===== config.mk =====
export PLATFORM = sky130hd
export DESIGN_NAME = dram_ilv_gen
export DESIGN_NICKNAME = d
export VERILOG_FILES = /design/src/rtl/ilv_pkg.sv /design/src/rtl/ilv_seq.sv /design/src/rtl/ilv_cmd_reg.sv /design/src/rtl/ilv_timing_chk.sv /design/src/rtl/dram_ilv_gen.sv
export SDC_FILE = /design/constraint.sdc
export NUM_CORES = 1
export LEC_CHECK = 0
export BUFFER_PORTS_ARGS = -buffer_cell sky130_fd_sc_hd__buf_2
export CORE_AREA = 4 4 148 150
export CTS_CLUSTER_SIZE = 10
export DETAILED_ROUTE_END_ITERATION = 10
export DIE_AREA = 0 0 152 154
export GPL_TIMING_DRIVEN = 0
export PLACE_DENSITY = 0.44
export SLEW_MARGIN = 15
export SYNTH_ARGS = -nofsm -noshare
export SYNTH_HDL_FRONTEND = slang
export SYNTH_SLANG_ARGS = --single-unit

===== constraint.sdc =====
create_clock -name clk_i -period 2.8 [get_ports clk_i]
set_clock_uncertainty 0.05 [all_clocks]
set_input_delay 0.56 -clock clk_i [delete_from_list [all_inputs] [get_ports clk_i]]
set_output_delay 0.56 -clock clk_i [all_outputs]
set_load 0.005 [all_outputs]

===== src/rtl/ilv_pkg.sv =====
package ilv_pkg;

  typedef enum logic [1:0] {
    CMD_DES = 2'b00,
    CMD_ACT = 2'b01,
    CMD_RDA = 2'b10
  } cmd_e;

  localparam logic [1:0] GR_SLOW = 2'd0;
  localparam logic [1:0] GR_MID  = 2'd1;

  // deselects after every bank's read
  function automatic int unsigned pad_base(input logic [1:0] g);
    return (g == GR_SLOW) ? 0 : 1;
  endfunction

  // extra deselects at the end of each group of banks
  function automatic int unsigned pad_extra(input logic [1:0] g);
    return (g == GR_MID) ? 1 : 2;
  endfunction

  function automatic int ceil_div(input int a, input int b);
    return (a + b - 1) / b;
  endfunction

endpackage


===== src/rtl/ilv_seq.sv =====
module ilv_seq
  import ilv_pkg::*;
#(
  parameter int BANK_W = 3,
  parameter int GROUP  = 4,
  parameter int PH_W   = 3
) (
  input  logic              clk_i,
  input  logic              rst_ni,
  input  logic              en_i,
  input  logic [1:0]        grade_i,
  output cmd_e              iss_cmd_o,
  output logic [BANK_W-1:0] iss_bank_o,
  output logic [1:0]        gr_o
);

  localparam int GRP_W = $clog2(GROUP);
  localparam logic [BANK_W-1:0] LAST_BANK = '1;

  logic              run_q, run_d;
  logic [1:0]        gr_q, gr_d;
  logic [BANK_W-1:0] bank_q, bank_d;
  logic [PH_W-1:0]   ph_q, ph_d;
  logic [PH_W-1:0]   last_ph;
  logic              grp_end, boundary;

  always_comb begin
    grp_end  = (bank_q[GRP_W-1:0] == '1);
    last_ph  = PH_W'(1 + pad_base(gr_q) + (grp_end ? pad_extra(gr_q) : 0));
    boundary = !run_q || ((ph_q == last_ph) && (bank_q == LAST_BANK));

    run_d      = run_q;
    gr_d       = gr_q;
    bank_d     = bank_q;
    ph_d       = ph_q;
    iss_cmd_o  = CMD_DES;
    iss_bank_o = bank_q;

    if (boundary) begin
      if (en_i) begin
        run_d      = 1'b1;
        gr_d       = grade_i;
        bank_d     = '0;
        ph_d       = '0;
        iss_cmd_o  = CMD_ACT;
        iss_bank_o = '0;
      end else begin
        run_d = 1'b0;
      end
    end else if (ph_q == last_ph) begin
      bank_d     = bank_q + BANK_W'(1);
      ph_d       = '0;
      iss_cmd_o  = CMD_ACT;
      iss_bank_o = bank_q + BANK_W'(1);
    end else begin
      ph_d = ph_q + PH_W'(1);
      if (ph_q == '0) iss_cmd_o = CMD_RDA;
    end
  end

  always_ff @(posedge clk_i or negedge rst_ni) begin
    if (!rst_ni) begin
      run_q  <= 1'b0;
      gr_q   <= GR_SLOW;
      bank_q <= '0;
      ph_q   <= '0;
    end else begin
      run_q  <= run_d;
      gr_q   <= gr_d;
      bank_q <= bank_d;
      ph_q   <= ph_d;
    end
  end

  assign gr_o = gr_q;

  AST_GRADE_HOLD: assert property (@(posedge clk_i) disable iff (!rst_ni)
    (run_q && !boundary) |=> $stable(gr_q));

  AST_PH_BOUND: assert property (@(posedge clk_i) disable iff (!rst_ni)
    run_q |-> (ph_q <= last_ph));

  AST_BANK_STEP: assert property (@(posedge clk_i) disable iff (!rst_ni)
    (run_q && !boundary && ph_q == last_ph) |=> (bank_q == $past(bank_q) + BANK_W'(1)));

endmodule


===== src/rtl/ilv_cmd_reg.sv =====
module ilv_cmd_reg
  import ilv_pkg::*;
#(
  parameter int BANK_W = 3,
  parameter int ADDR_W = 14
) (
  input  logic              clk_i,
  input  logic              rst_ni,
  input  cmd_e              iss_cmd_i,
  input  logic [BANK_W-1:0] iss_bank_i,
  output cmd_e              cmd_o,
  output logic [BANK_W-1:0] bank_o,
  output logic [ADDR_W-1:0] addr_o,
  output logic              vld_o
);

  cmd_e              cmd_q;
  logic [BANK_W-1:0] bank_q;
  logic [ADDR_W-1:0] addr_q;
  logic              vld_q;

  always_ff @(posedge clk_i or negedge rst_ni) begin
    if (!rst_ni) begin
      cmd_q  <= CMD_DES;
      bank_q <= '0;
      addr_q <= '0;
      vld_q  <= 1'b0;
    end else begin
      cmd_q <= iss_cmd_i;
      vld_q <= (iss_cmd_i != CMD_DES);
      unique case (iss_cmd_i)
        CMD_ACT: begin
          bank_q <= iss_bank_i;
          addr_q <= ADDR_W'(iss_bank_i);
        end
        CMD_RDA: begin
          bank_q <= iss_bank_i;
          addr_q <= '0;
        end
        default: ; // deselect: bus held
      endcase
    end
  end

  assign cmd_o  = cmd_q;
  assign bank_o = bank_q;
  assign addr_o = addr_q;
  assign vld_o  = vld_q;

  AST_DES_HOLD: assert property (@(posedge clk_i) disable iff (!rst_ni)
    (cmd_q == CMD_DES) |-> ($stable(bank_q) && $stable(addr_q)));

  AST_RDA_PAIR: assert property (@(posedge clk_i) disable iff (!rst_ni)
    (cmd_q == CMD_RDA) |-> ($past(cmd_q) == CMD_ACT && $past(bank_q) == bank_q && addr_q == '0));

  AST_ROW_IS_BANK: assert property (@(posedge clk_i) disable iff (!rst_ni)
    (cmd_q == CMD_ACT) |-> (addr_q == ADDR_W'(bank_q)));

  AST_VLD_CODE: assert property (@(posedge clk_i) disable iff (!rst_ni)
    vld_q == (cmd_q != CMD_DES));

endmodule


===== src/rtl/ilv_timing_chk.sv =====
module ilv_timing_chk
  import ilv_pkg::*;
#(
  parameter int BANK_W       = 3,
  parameter int AGE_W        = 6,
  parameter int TCK_SLOW_PS  = 3750,
  parameter int TCK_MID_PS   = 3000,
  parameter int TCK_FAST_PS  = 2500,
  parameter int T_RRD_PS     = 7500,
  parameter int T_RC_PS      = 60000,
  parameter int T_FAW_STD_PS = 37500,
  parameter int T_FAW_FST_PS = 35000
) (
  input  logic              clk_i,
  input  logic              rst_ni,
  input  cmd_e              cmd_i,
  input  logic [BANK_W-1:0] bank_i,
  input  logic [1:0]        gr_i,
  output logic              viol_o
);

  localparam int NUM_BANKS = 1 << BANK_W;
  localparam int WIN       = 4;
  localparam logic [AGE_W-1:0] AGE_MAX = '1;

  localparam int RRD_S = ceil_div(T_RRD_PS, TCK_SLOW_PS);
  localparam int RRD_M = ceil_div(T_RRD_PS, TCK_MID_PS);
  localparam int RRD_F = ceil_div(T_RRD_PS, TCK_FAST_PS);
  localparam int FAW_S = ceil_div(T_FAW_STD_PS, TCK_SLOW_PS);
  localparam int FAW_M = ceil_div(T_FAW_STD_PS, TCK_MID_PS);
  localparam int FAW_F = ceil_div(T_FAW_FST_PS, TCK_FAST_PS);
  localparam int RC_S  = ceil_div(T_RC_PS, TCK_SLOW_PS);
  localparam int RC_M  = ceil_div(T_RC_PS, TCK_MID_PS);
  localparam int RC_F  = ceil_div(T_RC_PS, TCK_FAST_PS);

  logic [AGE_W-1:0] rrd_lim, faw_lim, rc_lim;
  logic [AGE_W-1:0] rrd_age;
  logic [AGE_W-1:0] faw_age [WIN];
  logic [AGE_W-1:0] bk_age  [NUM_BANKS];
  logic [1:0]       prev_gr;
  logic             viol_q, fresh, early;

  function automatic logic [AGE_W-1:0] sat_inc(input logic [AGE_W-1:0] a);
    return (a == AGE_MAX) ? a : a + AGE_W'(1);
  endfunction

  always_comb begin
    unique case (gr_i)
      2'd0:    begin rrd_lim = AGE_W'(RRD_S); faw_lim = AGE_W'(FAW_S); rc_lim = AGE_W'(RC_S); end
      2'd1:    begin rrd_lim = AGE_W'(RRD_M); faw_lim = AGE_W'(FAW_M); rc_lim = AGE_W'(RC_M); end
      default: begin rrd_lim = AGE_W'(RRD_F); faw_lim = AGE_W'(FAW_F); rc_lim = AGE_W'(RC_F); end
    endcase
    fresh = (gr_i != prev_gr);
    early = (rrd_age < rrd_lim) || (faw_age[WIN-1] < faw_lim) || (bk_age[bank_i] < rc_lim);
  end

  always_ff @(posedge clk_i or negedge rst_ni) begin
    if (!rst_ni) begin
      rrd_age <= AGE_MAX;
      for (int i = 0; i < WIN; i++) faw_age[i] <= AGE_MAX;
      for (int b = 0; b < NUM_BANKS; b++) bk_age[b] <= AGE_MAX;
      prev_gr <= '0;
      viol_q  <= 1'b0;
    end else if (cmd_i == CMD_ACT) begin
      if (!fresh && early) viol_q <= 1'b1;
      prev_gr    <= gr_i;
      rrd_age    <= AGE_W'(1);
      faw_age[0] <= AGE_W'(1);
      for (int i = 1; i < WIN; i++)
        faw_age[i] <= fresh ? AGE_MAX : sat_inc(faw_age[i-1]);
      for (int b = 0; b < NUM_BANKS; b++) begin
        if (BANK_W'(b) == bank_i) bk_age[b] <= AGE_W'(1);
        else                      bk_age[b] <= fresh ? AGE_MAX : sat_inc(bk_age[b]);
      end
    end else begin
      rrd_age <= sat_inc(rrd_age);
      for (int i = 0; i < WIN; i++) faw_age[i] <= sat_inc(faw_age[i]);
      for (int b = 0; b < NUM_BANKS; b++) bk_age[b] <= sat_inc(bk_age[b]);
    end
  end

  assign viol_o = viol_q;

  AST_VIOL_STICKY: assert property (@(posedge clk_i) disable iff (!rst_ni)
    $past(viol_q) |-> viol_q);

  AST_PATTERN_LEGAL: assert property (@(posedge clk_i) disable iff (!rst_ni)
    !viol_q);

  AST_ACT_SPACED: assert property (@(posedge clk_i) disable iff (!rst_ni)
    (cmd_i == CMD_ACT) |=> (cmd_i != CMD_ACT));

endmodule


===== src/rtl/dram_ilv_gen.sv =====
module dram_ilv_gen
  import ilv_pkg::*;
#(
  parameter int BANK_W = 3,
  parameter int ADDR_W = 14,
  parameter int GROUP  = 4,
  parameter int AGE_W  = 6
) (
  input  logic              clk_i,
  input  logic              rst_ni,
  input  logic              en_i,
  input  logic [1:0]        grade_i,
  output logic [1:0]        cmd_o,
  output logic [BANK_W-1:0] bank_o,
  output logic [ADDR_W-1:0] addr_o,
  output logic              cmd_vld_o,
  output logic              viol_o
);

  localparam int PH_W = 3;

  cmd_e              iss_cmd, cmd_q;
  logic [BANK_W-1:0] iss_bank;
  logic [1:0]        gr;

  ilv_seq #(.BANK_W(BANK_W), .GROUP(GROUP), .PH_W(PH_W)) u_seq (
    .clk_i      (clk_i),
    .rst_ni     (rst_ni),
    .en_i       (en_i),
    .grade_i    (grade_i),
    .iss_cmd_o  (iss_cmd),
    .iss_bank_o (iss_bank),
    .gr_o       (gr)
  );

  ilv_cmd_reg #(.BANK_W(BANK_W), .ADDR_W(ADDR_W)) u_reg (
    .clk_i      (clk_i),
    .rst_ni     (rst_ni),
    .iss_cmd_i  (iss_cmd),
    .iss_bank_i (iss_bank),
    .cmd_o      (cmd_q),
    .bank_o     (bank_o),
    .addr_o     (addr_o),
    .vld_o      (cmd_vld_o)
  );

  ilv_timing_chk #(.BANK_W(BANK_W), .AGE_W(AGE_W)) u_chk (
    .clk_i  (clk_i),
    .rst_ni (rst_ni),
    .cmd_i  (cmd_q),
    .bank_i (bank_o),
    .gr_i   (gr),
    .viol_o (viol_o)
  );

  assign cmd_o = cmd_q;

endmodule


==> metrics.md, run 1 <==
| Metric | Value |
|---|---|
| Outcome | finished clean |
| DRT Wirelength | 12500 um |
| Area of the die | 23400 um2 |
| ANT cells | 0 |
| Post-synth top area share | 37.2% |
| Cell count after placement | 824 |
| RR Startpoint | u_seq.gr_o[1]$_DFFE_PN0P_ |
| # rows | 53 |
| MaxCap Viol Count | 0 |
| Hold_ws | 0.344 ns |
| Io pins | 26 |
| Yosys warnings | 0 |
| Switching Share | 39.2% |
| Proportion of power drawn by the clock network | 15.5% |
| Rel. slew slack | 40.1% |
| VDD IR max | 0.601 mV |
| Largest net degree at the start of global routing | 60 |
| Clk Latency, worst-skew pair | 0.36 ns |
| Yosys top cell by area | dfstp_2 |
| Syn Area/Cell | 10.5 um2 |
| Sink Count | 99 |
| Maximum fanout along the worst path | 10 |
| Area delta synth->final | 16.7% |
| First-pass GRT wire length | 21300 um |
| Element type at the critical path start | register |
| Placer Congestion | 0.756 |
| Pins Over Slew Limit | 0 |
| DRC Markers | 0 |
| Final nets | 592 |
| Clock Root Buffer | clkbuf_16 |
| Crit. Startpoint | u_seq.gr_o[1]$_DFFE_PN0P_ |
| P_int | 5.50 mW |
| CP endpoint kind | register |
| WL/cell | 14.8 um |
| Gr usage total | 11.2% |
| Total chip power | 9.05 mW |
| Via count | 3969 |
| Post-synth top flop | dfstp_2 |
| CORE AREA | 20700 um2 |
| Unique masters post-synth | 54 |
| Maximum clock frequency | 376 MHz |
| CTS clk-pin slew, worst paths | 0.07 ns |
| Vias in the first global route | 4189 |
| TritonCTS buffer count | 9 |
| WP data arrival | 2.83 ns |
| Gate Count Post-Synth | 524 |
| Non-Filler Cell Area, Final | 6430 um2 |
| Flop pwr share | 36.5% |
| Net switching power | 3.55 mW |
| Number of synthesized flops with an enable pin | 0 |
| Detailed Routing Iterations Pass 1 | 4 |
| Logic pwr share | 48.0% |
| Post-DRT Antenna Nets | 0 |
| Share of layout cells above drive strength 1 | 27.4% |
| Hold Crit Class | primary input to async pin |
| Mapped Area | 5510 um2 |
| Required @ worst endpoint | 2.97 ns |
| Initial Utilization | 26.6% |
| Finished Layout Cells | 844 |
| Yosys reg bits | 99 |
| Fin crit share | 95.0% |
| Dpl hpwl | 8990 um |
| Area contributors post-synth | dfstp_2 37%, dfrtp_1 9.5%, xnor2_1 5.2% |
| Total gr overflow | 0 |
| Fillers | 2135 |
| CP Class | register to register |
| Tmin final | 2.66 ns |
| Power Dens Cells | 1410 nW/um2 |
| Vias per inst | 4.70 |
| DR iter-0 viols | 182 |
| Leak Pwr | 2.65 nW |
| Setup violators final | 0 |
| Fin. Hold Viols | 0 |
| Initial antenna violation count | 0 |
| Buffer levels on the longest clock path | 2 |
| CTS tree | built |
| Die W | 152 um |
| Die height | 154 um |
| Htree depth | 3 |
| Register area share after synthesis | 46.7% |
| Async SR Flop Fraction | 100% |
| Actual slew at the worst max-slew pin | 0.891 ns |
| DP Area | 6010 um2 |
| I/O Buffers | 14 |
[worst max-delay path: stages (launching register included)]
cell	delay, ns
dfrtp_2	0.44
nand2b_4	0.18
and2_1	0.17
ha_1	0.30
xnor2_2	0.15
nand2_2	0.09
o31ai_4	0.28
nor2_2	0.08
nand2_1	0.12
ha_4	0.21
clkbuf_4	0.18
o2111ai_1	0.09
o221ai_1	0.16
[path summary, 6_finish.rpt]
path	cells after the start	slack [ns]	to
max in group asynchronous	2	1.96	u_chk.rrd_age[1]$_DFFE_PN1P_
min	1	0.34	u_chk.bk_age[30]$_DFF_PN1_
max reg2reg	12	0.14	u_reg.addr_o[1]$_DFFE_PN0P_
max	12	0.14	u_reg.addr_o[1]$_DFFE_PN0P_
min reg2reg	2	0.45	u_chk.prev_gr[0]$_DFFE_PN0P_
min in group clk_i	2	0.39	u_seq.gr_o[0]$_DFFE_PN0P_
[power by group through the flow]
stage               clock network [mW]  registers, mW  logic, mW
floorplan                            0           3.07       3.29
global placement                     0           3.28       4.08
detailed placement                   0           3.31       4.16
CTS                               1.46           3.30       4.36
global route                      1.52           3.42       4.95
finish                            1.41           3.30       4.34
[through the flow]
| stage | util [%] | setup slack (ns) | setup TNS, ns |
|---|---|---|---|
| 2_1_floorplan | - | 0.0623 | 0 |
| 3_3_place_gp | 28.9 | -0.392 | -2.08 |
| 3_5_place_dp | 29.0 | -0.383 | -1.89 |
| 4_1_cts | 31.0 | 0.00541 | 0 |
| 5_1_grt | 31.1 | -0.00846 | -0.00846 |
| 6_report | 31.1 | 0.140 | 0 |
[cells by family after synthesis]
logic type,count (synthesis),synth area share [%]
AO/OA/AOI/OAI,107,12.0
XOR/XNOR,48,7.63
adder cells (fa/ha/maj),23,5.22
buffers and inverters,41,3.79
flip-flops,99,46.7
multiplexers,33,8.22
other,1,0.0680
AND/OR/NAND/NOR,172,16.4
[synth_stat cells, types with 12 or more instances]
master   count
or3_1       12
dfstp_2     78
xnor2_1     33
and3_1      22
nand3_1     24
inv_1       15
a21oi_1     49
nor2_1      37
nand2_1     34
ha_1        23
o21ai_0     21
dfrtp_1     21
mux2i_1     22
xor2_1      15
[placed cells by master, fill, tap and decap left out, types with 11 or more instances in the layout]
master and instances:
conb_1 11, xnor2_1 32, buf_2 17, and3_1 22, nand3_1 24, nand2_1 32
xor2_1 15, nor2_1 34, ha_1 21, inv_1 15, dfstp_2 78, o21ai_0 21
dfrtp_1 18, or3_1 12, buf_4 16, a21oi_1 49, mux2i_1 22
[area by class of cell]
| cell class | count | area, um2 | area share, % |
|---|---|---|---|
| Multi-Input combinational cell | 394 | 2820 | 43.9 |
| Tap cell | 275 | 344 | 5.35 |
| Timing Repair Buffer | 20 | 141 | 2.20 |
| Buffer | 25 | 151 | 2.35 |
| Clock inverter | 5 | 85.1 | 1.32 |
| Inverter | 15 | 56.3 | 0.875 |
| Clock buffer | 11 | 253 | 3.93 |
| Sequential cell | 99 | 2580 | 40.1 |
[flip-flops by register name (all words and copies together), names as in the netlist, 3 cells and up]
register       flops
u_chk.bk_age      48
u_chk.faw_age     24
u_chk.rrd_age      6
u_reg.addr_o       3
u_reg.bank_o       3
u_seq.bank_q       3
u_seq.ph_q         3
[routing by layer]
metal  up-vias  share of wire [%]  GRT usage (%)
met5         -                  0              0
met4         0                1.7           4.45
met3        13                2.9           2.36
met2        62                 47           17.8
met1      1956                 49           15.0
li1       1938                  -              -
[repair_timing]
action,in CTS,in global routing
endpoints found under the setup margin,7,7
setup buffers,4,1
cloned,0,0
gates resized for setup,13,3
hold buffers,0,0
pin swaps,1,2
No activity file was read; power rests on OpenSTA's default activity.
==> inputs of run 2 (changes only) <==
PLACE_DENSITY = 0.42   (was 0.44)
clock period = 2.72 ns   (was 2.8 ns; I/O delays follow)
==> run 2 against run 1 <==
Sequential cell count stayed put. Critical path depth down 5. Cell count shrank 0.12%. Setup slack worse by 0.027 ns. Sequential share of layout area up 0.10 points. Global-route usage shrank 0.058 points.
==> metrics.md, run 2 (synthesis results as in run 1) <==
| Metric | Value |
|---|---|
| Outcome | finished clean (unchanged) |
| Fillers | 2175 (was 2135) |
| RR Startpoint | u_reg.bank_o[0]$_DFFE_PN0P_ (was u_seq.gr_o[1]$_DFFE_PN0P_) |
| Largest Register | u_chk.bk_age (unchanged) |
| Most frequent cells in the layout | 78 x dfstp_2, 49 x a21oi_1, 34 x nor2_1, 33 x xnor2_1, 32 x nand2_1 (was 78 x dfstp_2, 49 x a21oi_1, 34 x nor2_1, 32 x xnor2_1, 32 x nand2_1) |
| Post-place setup slack | -0.379 ns (was -0.383 ns) |
| Largest regs | u_chk.bk_age (48), u_chk.faw_age (24), u_chk.rrd_age (6) (unchanged) |
| RSZ-0062 raised after global routing | no |
| Placer Congestion | 0.759 (was 0.756) |
| Area of the multi-input gates | 2810 um2 (was 2820 um2) |
| Final nets | 591 (was 592) |
| Area of the die | 23400 um2 (unchanged) |
| I/O Buffers | 14 (unchanged) |
| CTS clk-pin slew, worst paths | 0.07 ns (about the same) |
| CP Class | register to register (unchanged) |
| Hold_ws | 0.116 ns (was 0.344 ns) |
| Maximum clock frequency | 384 MHz (was 376 MHz) |
| First-pass GRT wire length | 21300 um (about the same) |
| Final Util | 31.0% (was 31.1%) |
| Dpl hpwl | 9190 um (was 8990 um) |
| Area delta synth->final | 16.4% (was 16.7%) |
| Die W | 152 um (unchanged) |
| Rel. slew slack | 40.1% (about the same) |
| CP endpoint kind | register (unchanged) |
| Hold_buf cts | 0 (unchanged) |
| # rows | 53 (unchanged) |
| Pins Over Slew Limit | 0 (unchanged) |
| Largest net degree at the start of global routing | 52 (was 60) |
| Post-DRT Antenna Nets | 0 (unchanged) |
| Fin crit share | 95.9% (was 95.0%) |
| Sink Count | 99 (unchanged) |
| Buffer levels on the longest clock path | 2 (unchanged) |
| Via count | 3914 (was 3969) |
| Required @ worst endpoint | 2.89 ns (was 2.97 ns) |
| Fin. Hold Viols | 0 (unchanged) |
| Commonest non-fill, non-tap cell in the layout | dfstp_2 (unchanged) |
| Share of layout cells above drive strength 1 | 26.9% (was 27.4%) |
| DRC Markers | 0 (unchanged) |
| Initial antenna violation count | 0 (unchanged) |
| Io pins | 26 (unchanged) |
| R2r setup slk | 0.11 ns (was 0.14 ns) |
| Setup violators final | 0 (unchanged) |
| TritonCTS buffer count | 9 (unchanged) |
| WL/cell | 14.8 um (about the same) |
| VDD IR max | 0.411 mV (was 0.601 mV) |
| Finished Layout Cells | 843 (was 844) |
| WP data arrival | 2.77 ns (was 2.83 ns) |
| Initial Utilization | 26.6% (unchanged) |
| Tmin final | 2.61 ns (was 2.66 ns) |
| DRT Wirelength | 12500 um (about the same) |
| Total gr overflow | 0 (unchanged) |
| Hold Crit Class | primary input to async pin (unchanged) |
| Reg2reg path depth | 7 (was 12) |
| DR iter-0 viols | 153 (was 182) |
| Element type at the critical path start | register (unchanged) |
| Power Dens Cells | 1440 nW/um2 (was 1410 nW/um2) |
| CORE AREA | 20700 um2 (unchanged) |
| Actual slew at the worst max-slew pin | 0.891 ns (about the same) |
| Total negative slack | 0 ns (unchanged) |
| Die height | 154 um (unchanged) |
| Leak Pwr | 2.64 nW (was 2.65 nW) |
| Max reg flops | 48 (unchanged) |
| Maximum fanout along the worst path | 14 (was 10) |
| Vias in the first global route | 4133 (was 4189) |
| ANT cells | 0 (unchanged) |
| Clk Latency, worst-skew pair | 0.35 ns (was 0.36 ns) |
| Gr usage total | 11.1% (was 11.2%) |
| Cell count after placement | 824 (unchanged) |
| Register area | 2580 um2 (unchanged) |
| Detailed Routing Iterations Pass 1 | 5 (was 4) |
| Htree depth | 3 (unchanged) |
| Worst setup margin | 0.113 ns (was 0.140 ns) |
| Vias per inst | 4.64 (was 4.70) |
| Clock Root Buffer | clkbuf_16 (unchanged) |
| R2r endpoint | u_chk.viol_o$_DFFE_PN0P_ (was u_reg.addr_o[1]$_DFFE_PN0P_) |
| CTS tree | built (unchanged) |
| MaxCap Viol Count | 0 (unchanged) |
[run 2: cell types whose count changed in the layout (fill, tap and decap cells not counted), sizes merged]
cell / change
clkinv: -1
inv: +1
buf: -1
[run 2: where the power goes]
group	switching (mW)	leakage [nW]	internal, mW	total [mW]
logic	2.30	1.40	2.13	4.43
registers	0.726	1.07	2.65	3.37
clock network	0.573	0.161	0.865	1.44
total	3.60	2.64	5.64	9.24
[run 2: stage by stage]
step | area, um2 | total power, mW
2_1_floorplan | 5560 | 6.56
3_3_place_gp | 5970 | 7.61
3_5_place_dp | 6010 | 7.70
4_1_cts | 6390 | 9.35
5_1_grt | 6410 | 10.1
6_report | 6410 | 9.24
[run 2: how the worst max path moves through the flow]
| stage | from | to | slack [ns] | cells past startpoint |
|---|---|---|---|---|
| 6_report | u_reg.bank_o[0]$_DFFE_PN0P_ | u_chk.viol_o$_DFFE_PN0P_ | 0.11 | 7 |
| 5_1_grt | u_reg.bank_o[0]$_DFFE_PN0P_ | u_chk.viol_o$_DFFE_PN0P_ | 0.001 | 7 |
| 4_1_cts | u_seq.gr_o[0]$_DFFE_PN0P_ | u_reg.addr_o[1]$_DFFE_PN0P_ | -0.01 | 12 |
| 3_5_place_dp | u_seq.gr_o[1]$_DFFE_PN0P_ | u_reg.addr_o[1]$_DFFE_PN0P_ | -0.38 | 11 |
| 3_3_place_gp | u_seq.gr_o[1]$_DFFE_PN0P_ | u_reg.addr_o[1]$_DFFE_PN0P_ | -0.36 | 11 |
| 2_1_floorplan | u_seq.gr_o[1]$_DFFE_PN0P_ | u_reg.addr_o[1]$_DFFE_PN0P_ | 0.04 | 11 |
[run 2: area by class of cell]
type                    count  area share [%]
well taps                 275            5.36
repair buffers             19            2.09
multi-input cells         394            43.8
flip-flops and latches     99            40.2
clock inverters             5            1.27
plain buffers              25            2.46
clock buffers              11            3.96
inverters                  15           0.878
[run 2: worst max-delay path, cell delays in order, from the launching register on]
cell and delay (ns):
dfrtp_1 0.39, buf_8 0.18, mux4_1 0.55, mux2_2 0.30, ha_1 0.28, nor2_1 0.04
o311a_1 0.35, or3_1 0.34
[run 2: layer usage]
metal	up-vias	routed length, um	track usage, %
met3	13	261	1.94
met5	-	0	0
li1	1934	-	-
met4	0	191	3.98
met2	35	6000	18.7
met1	1932	6010	14.4
[run 2: what timing repair did]
item,in CTS,in global routing
endpoints found under the setup margin,7,7
resized for setup,10,6
pin swaps,1,2
buffers inserted,3,1
endpoints found under the hold margin,0,0
